==> src/rtl/pll_loader_pkg.sv <==
package pll_loader_pkg;
  localparam int WORD_W     = 24;
  localparam int NCNT_W     = 17;
  localparam int PRE_W      = 4;
  localparam int B_W        = NCNT_W - PRE_W;
  localparam int REF_DIV_W  = 14;
  localparam int REF_FLAG_W = 8;
  localparam int CTRL_CFG_W = 22;
  localparam int BIT_W      = $clog2(WORD_W);

  localparam logic [1:0] TAG_REF  = 2'b01;
  localparam logic [1:0] TAG_CTRL = 2'b00;
  localparam logic [1:0] TAG_N    = 2'b10;

  typedef enum logic [1:0] {
    WORD_REF  = 2'd0,
    WORD_CTRL = 2'd1,
    WORD_N    = 2'd2
  } wordSel_e;

  typedef struct packed {
    logic     latchCfg;
    logic     loadWord;
    wordSel_e sel;
  } dpStrobe_t;
endpackage

==> src/rtl/pll_loader_dp.sv <==
module pll_loader_dp
  import pll_loader_pkg::*;
#(
  parameter int CLK_DIV = 2
) (
  input  logic                  clk,
  input  logic                  rst_n,
  input  dpStrobe_t             strobe,
  input  logic [NCNT_W-1:0]     nCount,
  input  logic                  div2Sel,
  input  logic                  divSel,
  input  logic                  cpGain,
  input  logic [REF_FLAG_W-1:0] refFlags,
  input  logic [REF_DIV_W-1:0]  refDiv,
  input  logic [CTRL_CFG_W-1:0] ctrlCfg,
  output logic                  reqBad,
  output logic                  wordDone,
  output logic                  spiSclk,
  output logic                  spiMosi,
  output logic                  spiCsN
);
  localparam int DIV_W = (CLK_DIV > 1) ? $clog2(CLK_DIV) : 1;

  logic [NCNT_W-1:0]     nLat;
  logic                  div2Lat, divSelLat, cpGainLat;
  logic [REF_FLAG_W-1:0] refFlagsLat;
  logic [REF_DIV_W-1:0]  refDivLat;
  logic [CTRL_CFG_W-1:0] ctrlCfgLat;

  always_ff @(posedge clk or negedge rst_n) begin
    if (!rst_n) begin
      nLat        <= '0;
      div2Lat     <= 1'b0;
      divSelLat   <= 1'b0;
      cpGainLat   <= 1'b0;
      refFlagsLat <= '0;
      refDivLat   <= '0;
      ctrlCfgLat  <= '0;
    end else if (strobe.latchCfg) begin
      nLat        <= nCount;
      div2Lat     <= div2Sel;
      divSelLat   <= divSel;
      cpGainLat   <= cpGain;
      refFlagsLat <= refFlags;
      refDivLat   <= refDiv;
      ctrlCfgLat  <= ctrlCfg;
    end
  end

  // prescaler split: N = 16*B + A
  logic [B_W-1:0]   bDiv;
  logic [PRE_W-1:0] aDiv;
  assign bDiv   = nLat[NCNT_W-1:PRE_W];
  assign aDiv   = nLat[PRE_W-1:0];
  assign reqBad = (bDiv < {{(B_W-PRE_W){1'b0}}, aDiv}) || (refDivLat == '0);

  logic [WORD_W-1:0] wordMux;
  always_comb begin
    case (strobe.sel)
      WORD_REF:  wordMux = {refFlagsLat, refDivLat, TAG_REF};
      WORD_CTRL: wordMux = {ctrlCfgLat, TAG_CTRL};
      default:   wordMux = {divSelLat, div2Lat, cpGainLat, bDiv, 1'b0, 1'b0, aDiv, TAG_N};
    endcase
  end

  logic [WORD_W-1:0] shReg;
  logic [BIT_W-1:0]  bitCnt;
  logic [DIV_W-1:0]  divCnt;
  logic              active;

  always_ff @(posedge clk or negedge rst_n) begin
    if (!rst_n) begin
      shReg    <= '0;
      bitCnt   <= '0;
      divCnt   <= '0;
      active   <= 1'b0;
      spiSclk  <= 1'b0;
      spiCsN   <= 1'b1;
      wordDone <= 1'b0;
    end else begin
      wordDone <= 1'b0;
      if (strobe.loadWord) begin
        shReg   <= wordMux;
        bitCnt  <= BIT_W'(WORD_W - 1);
        divCnt  <= '0;
        active  <= 1'b1;
        spiSclk <= 1'b0;
        spiCsN  <= 1'b0;
      end else if (active) begin
        if (divCnt == DIV_W'(CLK_DIV - 1)) begin
          divCnt <= '0;
          if (!spiSclk) begin
            spiSclk <= 1'b1;
          end else begin
            spiSclk <= 1'b0;
            if (bitCnt == '0) begin
              active   <= 1'b0;
              spiCsN   <= 1'b1;
              wordDone <= 1'b1;
            end else begin
              shReg  <= {shReg[WORD_W-2:0], 1'b0};
              bitCnt <= bitCnt - 1'b1;
            end
          end
        end else begin
          divCnt <= divCnt + 1'b1;
        end
      end
    end
  end

  assign spiMosi = shReg[WORD_W-1];


  sclk_idle_low_chk: assert property (@(posedge clk) disable iff (!rst_n)
    spiCsN |-> !spiSclk);

  mosi_stable_high_chk: assert property (@(posedge clk) disable iff (!rst_n)
    (spiSclk && $past(spiSclk)) |-> $stable(spiMosi));
endmodule

==> src/rtl/pll_loader_ctrl.sv <==
module pll_loader_ctrl
  import pll_loader_pkg::*;
#(
  parameter int SETTLE_W = 16,
  parameter int GAP_CYC  = 4
) (
  input  logic                clk,
  input  logic                rst_n,
  input  logic                start,
  input  logic [SETTLE_W-1:0] settleCycles,
  input  logic                reqBad,
  input  logic                wordDone,
  input  logic                lockDetect,
  output dpStrobe_t           strobe,
  output logic                busy,
  output logic                done,
  output logic                opErr
);
  typedef enum logic [2:0] {
    ST_IDLE, ST_CHECK, ST_SEND, ST_GAP, ST_SETTLE, ST_LOCKA, ST_LOCKB, ST_FIN
  } state_e;

  state_e              state, nextState;
  wordSel_e            wordCur;
  logic [SETTLE_W-1:0] waitCnt;
  logic                errReg;

  always_comb begin
    nextState       = state;
    strobe.latchCfg = 1'b0;
    strobe.loadWord = 1'b0;
    strobe.sel      = WORD_REF;
    case (state)
      ST_IDLE: if (start) begin
        strobe.latchCfg = 1'b1;
        nextState       = ST_CHECK;
      end
      ST_CHECK: if (reqBad) nextState = ST_FIN;
        else begin
          strobe.loadWord = 1'b1;
          strobe.sel      = WORD_REF;
          nextState       = ST_SEND;
        end
      ST_SEND: if (wordDone) begin
        case (wordCur)
          WORD_REF:  nextState = ST_GAP;
          WORD_CTRL: nextState = ST_SETTLE;
          default:   nextState = ST_LOCKA;
        endcase
      end
      ST_GAP: if (waitCnt <= SETTLE_W'(1)) begin
        strobe.loadWord = 1'b1;
        strobe.sel      = WORD_CTRL;
        nextState       = ST_SEND;
      end
      ST_SETTLE: if (waitCnt <= SETTLE_W'(1)) begin
        strobe.loadWord = 1'b1;
        strobe.sel      = WORD_N;
        nextState       = ST_SEND;
      end
      ST_LOCKA: nextState = lockDetect ? ST_FIN : ST_LOCKB;
      ST_LOCKB: nextState = ST_FIN;
      default:  nextState = ST_IDLE;
    endcase
  end

  always_ff @(posedge clk or negedge rst_n) begin
    if (!rst_n) begin
      state   <= ST_IDLE;
      wordCur <= WORD_REF;
      waitCnt <= '0;
      errReg  <= 1'b0;
    end else begin
      state <= nextState;
      if (strobe.loadWord) wordCur <= strobe.sel;
      if (state == ST_SEND && wordDone)
        waitCnt <= (wordCur == WORD_REF) ? SETTLE_W'(GAP_CYC) : settleCycles;
      else if (waitCnt != '0)
        waitCnt <= waitCnt - 1'b1;
      if (state == ST_IDLE && start)        errReg <= 1'b0;
      else if (state == ST_CHECK && reqBad) errReg <= 1'b1;
      else if (state == ST_LOCKB && !lockDetect) errReg <= 1'b1;
    end
  end

  assign busy  = (state != ST_IDLE) && (state != ST_FIN);
  assign done  = (state == ST_FIN);
  assign opErr = done && errReg;


  word_done_in_send_chk: assert property (@(posedge clk) disable iff (!rst_n)
    wordDone |-> (state == ST_SEND));

  done_pulse_chk: assert property (@(posedge clk) disable iff (!rst_n)
    done |=> !done);
endmodule

==> src/rtl/pll_spi_loader.sv <==
module pll_spi_loader
  import pll_loader_pkg::*;
#(
  parameter int CLK_DIV  = 2,
  parameter int SETTLE_W = 16
) (
  input  logic                  clk,
  input  logic                  rst_n,
  input  logic                  start,
  input  logic [NCNT_W-1:0]     nCount,
  input  logic                  div2Sel,
  input  logic                  divSel,
  input  logic                  cpGain,
  input  logic [REF_FLAG_W-1:0] refFlags,
  input  logic [REF_DIV_W-1:0]  refDiv,
  input  logic [CTRL_CFG_W-1:0] ctrlCfg,
  input  logic [SETTLE_W-1:0]   settleCycles,
  input  logic                  lockDetect,
  output logic                  busy,
  output logic                  done,
  output logic                  opErr,
  output logic                  spiSclk,
  output logic                  spiMosi,
  output logic                  spiCsN
);
  dpStrobe_t strobe;
  logic      reqBad, wordDone;

  pll_loader_ctrl #(.SETTLE_W(SETTLE_W), .GAP_CYC(2 * CLK_DIV)) u_ctrl (
    .clk(clk), .rst_n(rst_n), .start(start), .settleCycles(settleCycles),
    .reqBad(reqBad), .wordDone(wordDone), .lockDetect(lockDetect),
    .strobe(strobe), .busy(busy), .done(done), .opErr(opErr)
  );

  pll_loader_dp #(.CLK_DIV(CLK_DIV)) u_dp (
    .clk(clk), .rst_n(rst_n), .strobe(strobe), .nCount(nCount),
    .div2Sel(div2Sel), .divSel(divSel), .cpGain(cpGain), .refFlags(refFlags),
    .refDiv(refDiv), .ctrlCfg(ctrlCfg), .reqBad(reqBad), .wordDone(wordDone),
    .spiSclk(spiSclk), .spiMosi(spiMosi), .spiCsN(spiCsN)
  );


  cs_only_busy_chk: assert property (@(posedge clk) disable iff (!rst_n)
    !spiCsN |-> busy);

  start_busy_chk: assert property (@(posedge clk) disable iff (!rst_n)
    (start && !busy && !done) |=> busy);
endmodule

==> config.mk <==
export PLATFORM = sky130hd
export DESIGN_NAME = pll_spi_loader
export DESIGN_NICKNAME = d
export VERILOG_FILES = /design/src/rtl/pll_loader_pkg.sv /design/src/rtl/pll_loader_dp.sv /design/src/rtl/pll_loader_ctrl.sv /design/src/rtl/pll_spi_loader.sv
export SDC_FILE = /design/constraint.sdc
export NUM_CORES = 1
export LEC_CHECK = 0
export BUFFER_PORTS_ARGS = -buffer_cell sky130_fd_sc_hd__buf_2
export CAP_MARGIN = 20
export CORE_MARGIN = 1
export CORE_UTILIZATION = 45
export CTS_CLUSTER_DIAMETER = 60
export CTS_CLUSTER_SIZE = 28
export DETAILED_ROUTE_END_ITERATION = 8
export PLACE_DENSITY_LB_ADDON = 0.15
export SYNTH_ARGS = -nofsm -noshare
export SYNTH_HDL_FRONTEND = slang
export SYNTH_SLANG_ARGS = --single-unit
==> constraint.sdc <==
create_clock -name clk -period 3.7 [get_ports clk]
set_input_delay 0.37 -clock clk [delete_from_list [all_inputs] [get_ports clk]]
set_output_delay 0.37 -clock clk [all_outputs]
set_load 0.01 [all_outputs]
==> results of run 1 <==
-- layer usage --
layer / wire [µm] / vias up / global-route usage / part of all wire
met2: 6079 / 102 / 0.3298 / 0.45
met1: 6548 / 2180 / 0.3028 / 0.49
met5: 0 / - / 0 / 0
met3: 603 / 10 / 0.05149 / 0.045
met4: 156 / 0 / 0.07764 / 0.012
li1: - / 2192 / - / -
-- area by class of cell --
class | count | area [µm²] | area share
Sequential cell | 120 | 3004 | 0.4181
Clock buffer | 21 | 470.5 | 0.06547
Inverter | 13 | 48.80 | 0.006791
Timing Repair Buffer | 98 | 550.5 | 0.07662
Clock inverter | 11 | 146.4 | 0.02037
Tap cell | 172 | 215.2 | 0.02995
Multi-Input combinational cell | 392 | 2750 | 0.3827
-- worst max-delay path: stages, from the launching register on --
cell and delay (ns):
dfrtp_1 0.42, or4_1 0.70, or4_4 0.56, or3b_4 0.52
nand2_1 0.47, nor2_1 0.12, o31ai_1 0.25
-- registers in the layout (all words and copies together) (netlist names), 2 cells and up --
name              flops
u_dp.ctrlCfgLat      22
u_dp.shReg           24
u_dp.refDivLat       14
u_dp.nLat            17
u_ctrl.state          3
u_ctrl.waitCnt       16
u_dp.refFlagsLat      8
u_dp.bitCnt           5
u_ctrl.wordCur        2
-- power by group through the flow --
stage	logic [µW]	registers, µW	clock network, µW
2_1_floorplan	1020	2180	0
3_3_place_gp	1250	2300	0
3_5_place_dp	1300	2330	0
4_1_cts	1320	2300	1730
5_1_grt	1480	2390	1800
6_report	1310	2300	1700
-- cells by family after synthesis --
| family | after synthesis | synth area share |
|---|---|---|
| mux | 83 | 0.1530 |
| fa+ha+maj | 8 | 0.01686 |
| xor+xnor | 17 | 0.02507 |
| simple gates | 157 | 0.1349 |
| flops | 120 | 0.5059 |
| buf+inv | 48 | 0.03350 |
| compound gates | 127 | 0.1308 |
-- repair_timing --
item                                   in CTS  in global routing
setup buffers                               0                  0
endpoints found under the hold margin       0                  7
hold buffers                                0                  1
gates resized for setup                     0                  0
-- final timing paths --
path                                  to  slack [ns]  depth (start not counted)
hold reg to reg              u_dp.spiCsN        0.47                          2
max in group asynchronous  u_dp.shReg[3]        2.48                          4
min in group asynchronous    u_dp.active        0.33                          2
setup / recovery           u_dp.shReg[7]        0.56                          6
setup reg to reg           u_dp.shReg[7]        0.56                          6
hold / removal              u_dp.nLat[3]        0.17                          3
-- through the flow --
| step | std cells | power [µW] | util |
|---|---|---|---|
| floorplan | 560 | 3198 | - |
| global placement | 793 | 3554 | 0.5134 |
| detailed placement | 793 | 3626 | 0.5134 |
| CTS | 825 | 5350 | 0.5619 |
| global route | 827 | 5667 | 0.5648 |
| finish | 827 | 5309 | 0.5648 |
-- layout by cell type (no fill, tap or decap), drive strengths merged, types with 5 or more instances in the layout --
| cell | count |
|---|---|
| xor2 | 9 |
| ha | 8 |
| o21ai | 52 |
| xnor2 | 8 |
| mux2 | 62 |
| nor2 | 22 |
| clkbuf | 21 |
| mux2i | 21 |
| nor4 | 11 |
| or4 | 5 |
| or3 | 22 |
| clkinv | 6 |
| dfrtp | 119 |
| nand3 | 11 |
| nand2 | 53 |
| inv | 13 |
| a21oi | 28 |
| buf | 97 |
| nor3 | 9 |
| o2bb2ai | 19 |
| a31oi | 5 |
-- cells in the mapped netlist, types with 2 or more instances --
| library cell | count |
|---|---|
| and2_1 | 3 |
| mux2i_1 | 21 |
| nand4_1 | 3 |
| nand3_1 | 11 |
| nor2_1 | 22 |
| nor2b_1 | 2 |
| inv_1 | 13 |
| xnor2_1 | 8 |
| o22ai_1 | 4 |
| or2_2 | 3 |
| a21oi_1 | 28 |
| buf_1 | 3 |
| mux2_2 | 62 |
| ha_1 | 8 |
| o31ai_1 | 2 |
| or4_1 | 4 |
| nor4_1 | 11 |
| nor3b_1 | 2 |
| nor3_1 | 9 |
| or3_1 | 22 |
| a31oi_1 | 5 |
| a211oi_1 | 4 |
| clkbuf_1 | 27 |
| o2bb2ai_1 | 19 |
| buf_6 | 2 |
| buf_2 | 3 |
| o211ai_1 | 2 |
| nand2b_1 | 2 |
| o21ai_0 | 52 |
| xor2_1 | 9 |
| dfrtp_1 | 119 |
| nand2_1 | 53 |
| or3b_2 | 3 |
| nand3b_1 | 3 |
==> run_results.csv, run 1 <==
group,metric,value,unit
sta,fin_crit_sh,0.8483,
hold_path,hp-class,"in -> reg",
die,core,12720,µm²
synth,synth_top_area_cell,"dfrtp_1",
global_route,grt_max_degree,84,
place,port-buffer-count,89,
power,p_comb_frac,0.246,
worst_setup_path,startpoint_type,"flip-flop",
synth,synth_edf_count,0,
power,ir_drop,0.3712,mV
die,ios,90,
place,dp_slack,0.5667,ns
synth,synth-seq-cells,120,
die,rows,41,
synth,synthDistinctLibCells,50,
clock_tree,cts_htree_levels,4,
job,max-cap-violations,0,
worst_setup_path,arrival,3.46,ns
sta,clock_skew,0.008886,ns
global_route,grt_pass1_vias,4430,
place,dp_hpwl,9270,µm
cells_and_area,num_antenna_cells,0,
cells_and_area,fillers,1121,
worst_setup_path,path_class,"reg -> reg",
die,die_h,116.9,µm
sta,period_minus_slack,3.139,ns
drt,wirelength,13390,µm
synth,syn-cell-area,5938,µm²
clock_tree,clockBufferDepth,2,
power,power_frac_seq,0.434,
cells_and_area,fin_area,7186,µm²
synth,ys_seq_area_frac,0.5059,
cells_and_area,layout-drive-gt1-share,0.3115,
run_status,status,"finished clean",
power,p_leak,0.003069,µW
clock_tree,clk_pin_slew_worst_paths,0.06,ns
drt,drc,0,
sta,max_freq,0.3186,GHz
worst_setup_path,endpoint_kind,"flip-flop",
sta,hold_viol,0,
drt,dr_total_vias,4484,
synth,yosys_warnings,0,
power,pwr-share-clk,0.320,
sta,setup_ws,0.5612,ns
synth,synth.top_cell.area_share,0.5015,
die,start_util,0.4668,
hold_path,hold_start,"nCount[3]",
sta,rsz0062_at_grt,"false",
synth,synth_area_leaders,"dfrtp_1 50%, mux2_2 12%, o21ai_0 4.4%",
worst_setup_path,cp-startpoint,"u_ctrl.waitCnt[4]",
sta,finalSetupViolations,0,
die,fp.dieW,116.9,µm
sta,relSlewSlack,0.3126,
synth,synth_ff_type,"dfrtp_1",
place,gp_congestion,0.7798,
power,p_sw,1610,µW
global_route,antenna_found_initial,0,
drt,first_iter_violations,327,
clock_tree,cts_buffers,17,
drt,ant_nets,0,
clock_tree,cts_tree,"yes",
global_route,grt_util_all_layers,0.2164,
die,die-area,13660,µm²
clock_tree,clk_latency,0.42,ns
sta,worstMarginPinSlew,1.028,ns
sta,tns,0,ns
power,power_density,738.8,nW/µm²
power,p_int,3699,µW
cells_and_area,nets,734,
worst_setup_path,rr_startpoint,"u_ctrl.waitCnt[4]",
synth,postSynthAreaPerCell,10.60,µm²
synth,netlist_instances,560,
worst_setup_path,crit_fanout,24,
synth,synth_nets,652,
clock_tree,root_buffer,"clkbuf_16",
global_route,grt_first_pass_wirelength,22270,µm
synth,synthArstFlopShare,1.000,
sta,slew_violations,0,
cells_and_area,synthToLayoutAreaGrowth,21.01,%
clock_tree,cts.sinks,120,
drt,route.detailed.wl_per_inst,16.19,µm
power,sw_frac_of_total,0.3032,
drt,viasPerCell,5.422,
global_route,grt.overflow.total,0,
worst_setup_path,crit_required,4.02,ns
drt,first_pass_iters,4,
place,placed_area,6531,µm²
sta,hold_slack,0.1655,ns
No activity file was read; power rests on OpenSTA's default activity.
==> inputs of run 2 (changes only) <==
- clock period: 3.7 -> 2.89 ns (I/O delays scaled with it)
==> run 2 against run 1 <==
Net effect:
- register-to-register slack got worse by 0.38 ns
- worst setup slack got worse by 0.38 ns
- die area did not move
- flip-flop and latch count did not move
- clock power rose by 18%
- first-iteration DRC count rose by 24%
- non-clock buffer count rose by 8
- combinational power rose by 31%
- critical endpoint is now u_dp.shReg[18]
- largest cell class unchanged
==> run_results.csv, run 2 (synthesized netlist as in run 1, its figures left out) <==
group,metric,value,unit
drt,first_iter_violations,407,
die,start_util,0.4668,
clock_tree,cts_buffers,17,
clock_tree,clockBufferDepth,2,
run_status,status,"finished clean",
place,port-buffer-count,89,
drt,viasPerCell,5.467,
cells_and_area,fin_util,0.5641,
global_route,grt_max_degree,92,
cells_and_area,fillers,1103,
global_route,grt_util_all_layers,0.2193,
cells_and_area,stdcell_count,835,
job,max-cap-violations,0,
worst_setup_path,crit_fanout,24,
power,power_density,932.3,nW/µm²
die,fp.dieW,116.9,µm
place,dp_hpwl,9438,µm
die,core,12720,µm²
drt,first_pass_iters,5,
sta,rsz0062_at_grt,"false",
die,ios,90,
global_route,grt_pass1_vias,4443,
drt,wirelength,13680,µm
clock_tree,cts.sinks,120,
sta,finalSetupViolations,0,
clock_tree,clk_latency,0.43,ns
cells_and_area,layout-drive-gt1-share,0.3228,
die,die-area,13660,µm²
global_route,grt_first_pass_wirelength,22220,µm
cells_and_area,top_regs,"u_dp.shReg x24, u_dp.ctrlCfgLat x22, u_dp.nLat x17",
clock_tree,root_buffer,"clkbuf_16",
sta,setup_ws,0.1799,ns
sta,clock_skew,0.01359,ns
cells_and_area,synthToLayoutAreaGrowth,20.86,%
sta,hold_viol,0,
sta,worstMarginPinSlew,0.8933,ns
sta,relSlewSlack,0.4027,
cells_and_area,num_antenna_cells,0,
cells_and_area,largest_register_ff_count,24,
sta,hold_slack,0.08414,ns
drt,dr_total_vias,4565,
drt,ant_nets,0,
power,p_leak,0.003060,µW
sta,slew_violations,0,
die,rows,41,
cells_and_area,final_cell_mix,"119 x dfrtp_1, 88 x buf_2, 62 x mux2_2",
sta,max_freq,0.3690,GHz
hold_path,hp-class,"in -> reg",
global_route,antenna_found_initial,0,
sta,period_minus_slack,2.710,ns
clock_tree,cts_htree_levels,4,
cells_and_area,largest_register,"u_dp.shReg",
clock_tree,cts_tree,"yes",
worst_setup_path,path_class,"reg -> reg",
die,die_h,116.9,µm
worst_setup_path,endpoint_kind,"flip-flop",
drt,drc,0,
worst_setup_path,startpoint_type,"flip-flop",
place,gp_congestion,0.8319,
clock_tree,clk_pin_slew_worst_paths,0.06,ns
drt,route.detailed.wl_per_inst,16.38,µm
place,dp_slack,0.08144,ns
global_route,grt.overflow.total,0,
cells_and_area,layout_commonest_cell,"dfrtp_1",
worst_setup_path,arrival,3.05,ns
place,place_inst,802,
sta,fin_crit_sh,0.9378,
power,ir_drop,0.5205,mV
sta,tns,0,ns
worst_setup_path,crit_required,3.23,ns
cells_and_area,nets,742,
-- run 2: cell count changes in the layout (fill, tap and decap cells not counted), moves of 2 or more --
cell	change
clkbuf_8	-2
clkinvlp_4	+5
bufinv_16	-2
buf_4	+9
-- run 2: power by group --
| group | total [µW] | internal [µW] | switching, µW |
|---|---|---|---|
| sequential | 2970 | 2410 | 562 |
| combinational | 1720 | 933 | 784 |
| clock | 2000 | 1200 | 801 |
-- run 2: stage by stage --
| step | power, µW | instance area (µm²) |
|---|---|---|
| floorplan | 4094 | 5938 |
| global placement | 4598 | 6599 |
| detailed placement | 4701 | 6599 |
| CTS | 6742 | 7176 |
| global route | 7119 | 7177 |
| finish | 6691 | 7177 |
-- run 2: metal layers --
metal | share of wire | track usage | vias up
li1 | - | - | 2202
met2 | 0.47 | 0.3396 | 117
met3 | 0.051 | 0.06694 | 16
met1 | 0.47 | 0.2933 | 2230
met4 | 0.013 | 0.07511 | 0
met5 | 0 | 0 | -
-- run 2: cell type report --
cell class              instances  area, µm²  area share
repair buffers                106      590.6     0.08229
clock inverters                14      127.6     0.01778
well taps                     172      215.2     0.02999
clock buffers                  18      439.2     0.06119
flip-flops and latches        120       3004      0.4186
multi-input cells             392       2751      0.3834
inverters                      13      48.80    0.006799
-- run 2: repair_timing --
| item | CTS | global route |
|---|---|---|
| hold buffers | 1 | 0 |
| setup endpoints to repair | 0 | 9 |
| gates resized for setup | 0 | 1 |
| endpoints found under the hold margin | 28 | 0 |
| setup buffers | 0 | 0 |
-- run 2: final timing paths --
| path | depth (start not counted) | slack [ns] | start | endpoint |
|---|---|---|---|---|
| max | 5 | 0.18 | u_ctrl.waitCnt[4] | u_dp.shReg[18] |
| min | 3 | 0.08 | nCount[1] | u_dp.nLat[1] |
| max reg2reg | 5 | 0.18 | u_ctrl.waitCnt[4] | u_dp.shReg[18] |
| min reg2reg | 2 | 0.46 | u_dp.spiCsN | u_dp.spiCsN |
| max in group asynchronous | 3 | 1.73 | rst_n | u_dp.ctrlCfgLat[8] |
| min in group asynchronous | 2 | 0.35 | rst_n | u_dp.divCnt |
-- run 2: worst max-delay path, cell delays in order (launching register included) --
cell,delay (ns)
dfrtp_1,0.41
or4_1,0.57
or4_4,0.52
or3b_4,0.51
a21o_2,0.39
o2bb2ai_1,0.21
==> inputs of run 3 (changes only) <==
- GPL_TIMING_DRIVEN: unset -> 1
- clock period: 2.89 -> 3.25 ns (I/O delays scaled with it)
==> run 3 against run 2 <==
Net effect:
- clock-buffer cell count rose by 5
- highest routed layer unchanged
- hold slack got worse by 0.082 ns
- utilization fell by 0.37 points
- sequential share of layout area grew 0.28 points
- critical endpoint is now u_dp.shReg[16]
- non-clock buffer count decreased by 3
- power decreased by 12%
- combinational power decreased by 13%
==> run_results.csv, run 3 (synthesized netlist as in run 1, its figures left out) <==
group,metric,value,unit
clock_tree,postCtsSetupRepairBufs,0,
drt,dr_total_vias,4538,
power,p_leak,0.003050,µW
clock_tree,ctsHoldBuffers,0,
cells_and_area,nets,739,
drt,viasPerCell,5.454,
sta,period_minus_slack,2.976,ns
clock_tree,cts_htree_levels,4,
run_status,status,"finished clean",
cells_and_area,largest_register,"u_dp.shReg",
sta,max_freq,0.3360,GHz
worst_setup_path,crit_fanout,24,
sta,finalSetupViolations,0,
cells_and_area,largest_register_ff_count,24,
drt,drc,0,
cells_and_area,stdcell_count,832,
global_route,grt_util_all_layers,0.2163,
hold_path,hp-class,"in -> async",
power,p_comb_frac,0.256,
power,sw_frac_of_total,0.3104,
place,gp_congestion,0.8317,
drt,first_pass_iters,4,
cells_and_area,num_antenna_cells,0,
sta,hold_viol,0,
clock_tree,root_buffer,"clkbuf_16",
power,pwr-share-clk,0.295,
sta,relSlewSlack,0.4677,
global_route,grt_pass1_vias,4431,
worst_setup_path,startpoint_type,"flip-flop",
clock_tree,clockBufferDepth,2,
global_route,grt_max_degree,69,
sta,rsz0062_at_grt,"false",
job,max-cap-violations,0,
clock_tree,ctsResizeCount,0,
cells_and_area,fin_area,7129,µm²
sta,fin_crit_sh,0.9158,
power,fin_total_pwr,5856,µW
drt,wirelength,13510,µm
cells_and_area,final_cell_mix,"119 x dfrtp_1, 88 x buf_2, 62 x mux2_2",
clock_tree,cts_tree,"yes",
clock_tree,cts_buffers,17,
power,ir_drop,0.4011,mV
sta,worstMarginPinSlew,0.7976,ns
power,power_frac_seq,0.450,
worst_setup_path,arrival,3.31,ns
die,start_util,0.4668,
cells_and_area,fillers,1156,
cells_and_area,layout_commonest_cell,"dfrtp_1",
power,p_int,4038,µW
global_route,grt.overflow.total,0,
worst_setup_path,path_class,"reg -> reg",
die,fp.dieW,116.9,µm
die,ios,90,
clock_tree,clk_latency,0.41,ns
power,p_sw,1818,µW
clock_tree,clk_pin_slew_worst_paths,0.06,ns
drt,route.detailed.wl_per_inst,16.24,µm
power,power_density,821.4,nW/µm²
place,place_inst,800,
place,placed_area,6584,µm²
worst_setup_path,endpoint_kind,"flip-flop",
die,rows,41,
die,die-area,13660,µm²
cells_and_area,top_regs,"u_dp.shReg x24, u_dp.ctrlCfgLat x22, u_dp.nLat x17",
cells_and_area,layout-drive-gt1-share,0.3136,
sta,hold_slack,0.002374,ns
global_route,antenna_found_initial,0,
clock_tree,cts.sinks,120,
place,port-buffer-count,89,
cells_and_area,synthToLayoutAreaGrowth,20.06,%
die,die_h,116.9,µm
sta,tns,0,ns
sta,slew_violations,0,
die,core,12720,µm²
drt,first_iter_violations,244,
worst_setup_path,crit_required,3.58,ns
sta,clock_skew,0.008114,ns
place,dp_hpwl,9486,µm
global_route,grt_first_pass_wirelength,22230,µm
drt,ant_nets,0,
==> run 3: changes by cell type in the layout (fill, tap and decap cells not counted), sizes merged <==
cell and change:
clkinvlp -4, dlygate4sd3 -1, buf -2, inv -1, clkbuf +5
==> run 3: cell type report <==
| cell class | instances | area [µm²] | share of cell area |
|---|---|---|---|
| Inverter | 13 | 48.80 | 0.006845 |
| Clock buffer | 23 | 467.9 | 0.06564 |
| Timing Repair Buffer | 103 | 565.5 | 0.07933 |
| Multi-Input combinational cell | 392 | 2750 | 0.3857 |
| Clock inverter | 9 | 77.57 | 0.01088 |
| Sequential cell | 120 | 3004 | 0.4214 |
| Tap cell | 172 | 215.2 | 0.03019 |
==> run 3: layer usage <==
layer	vias up	global-route usage	share of wire
met5	-	0	0
met4	0	0.08692	0.014
met3	16	0.04531	0.038
met2	95	0.3258	0.46
met1	2225	0.3056	0.48
li1	2202	-	-
==> run 3: final timing paths <==
check	from	depth (start not counted)	slack [ns]	endpoint
min	rst_n	1	0.002	u_dp.shReg[23]
min in group clk	nCount[2]	3	0.13	u_dp.nLat[2]
min reg2reg	u_dp.spiCsN	2	0.46	u_dp.spiCsN
max	u_ctrl.waitCnt[4]	5	0.27	u_dp.shReg[16]
max in group asynchronous	rst_n	2	2.44	u_dp.spiCsN
max reg2reg	u_ctrl.waitCnt[4]	5	0.27	u_dp.shReg[16]
==> run 3: power by group through the flow <==
| stage | clock network, µW | logic [µW] | registers [µW] |
|---|---|---|---|
| 2_1_floorplan | 0 | 1160 | 2480 |
| 3_3_place_gp | 0 | 1450 | 2620 |
| 3_5_place_dp | 0 | 1510 | 2650 |
| 4_1_cts | 1760 | 1520 | 2630 |
| 5_1_grt | 1830 | 1690 | 2730 |
| 6_report | 1720 | 1500 | 2630 |
==> run 3: worst max-delay path: stages (launching register included) <==
cell,delay (ns)
dfrtp_1,0.42
or4_1,0.70
or4_4,0.56
or3b_4,0.51
a21o_1,0.45
o2bb2ai_1,0.24
==> run 3: stage by stage <==
step,util,setup WS [ns]
CTS,0.5604,0.2752
global route,0.5604,0.1330
global placement,0.5175,0.3636
detailed placement,0.5175,0.2648
floorplan,-,0.6607
finish,0.5604,0.2737
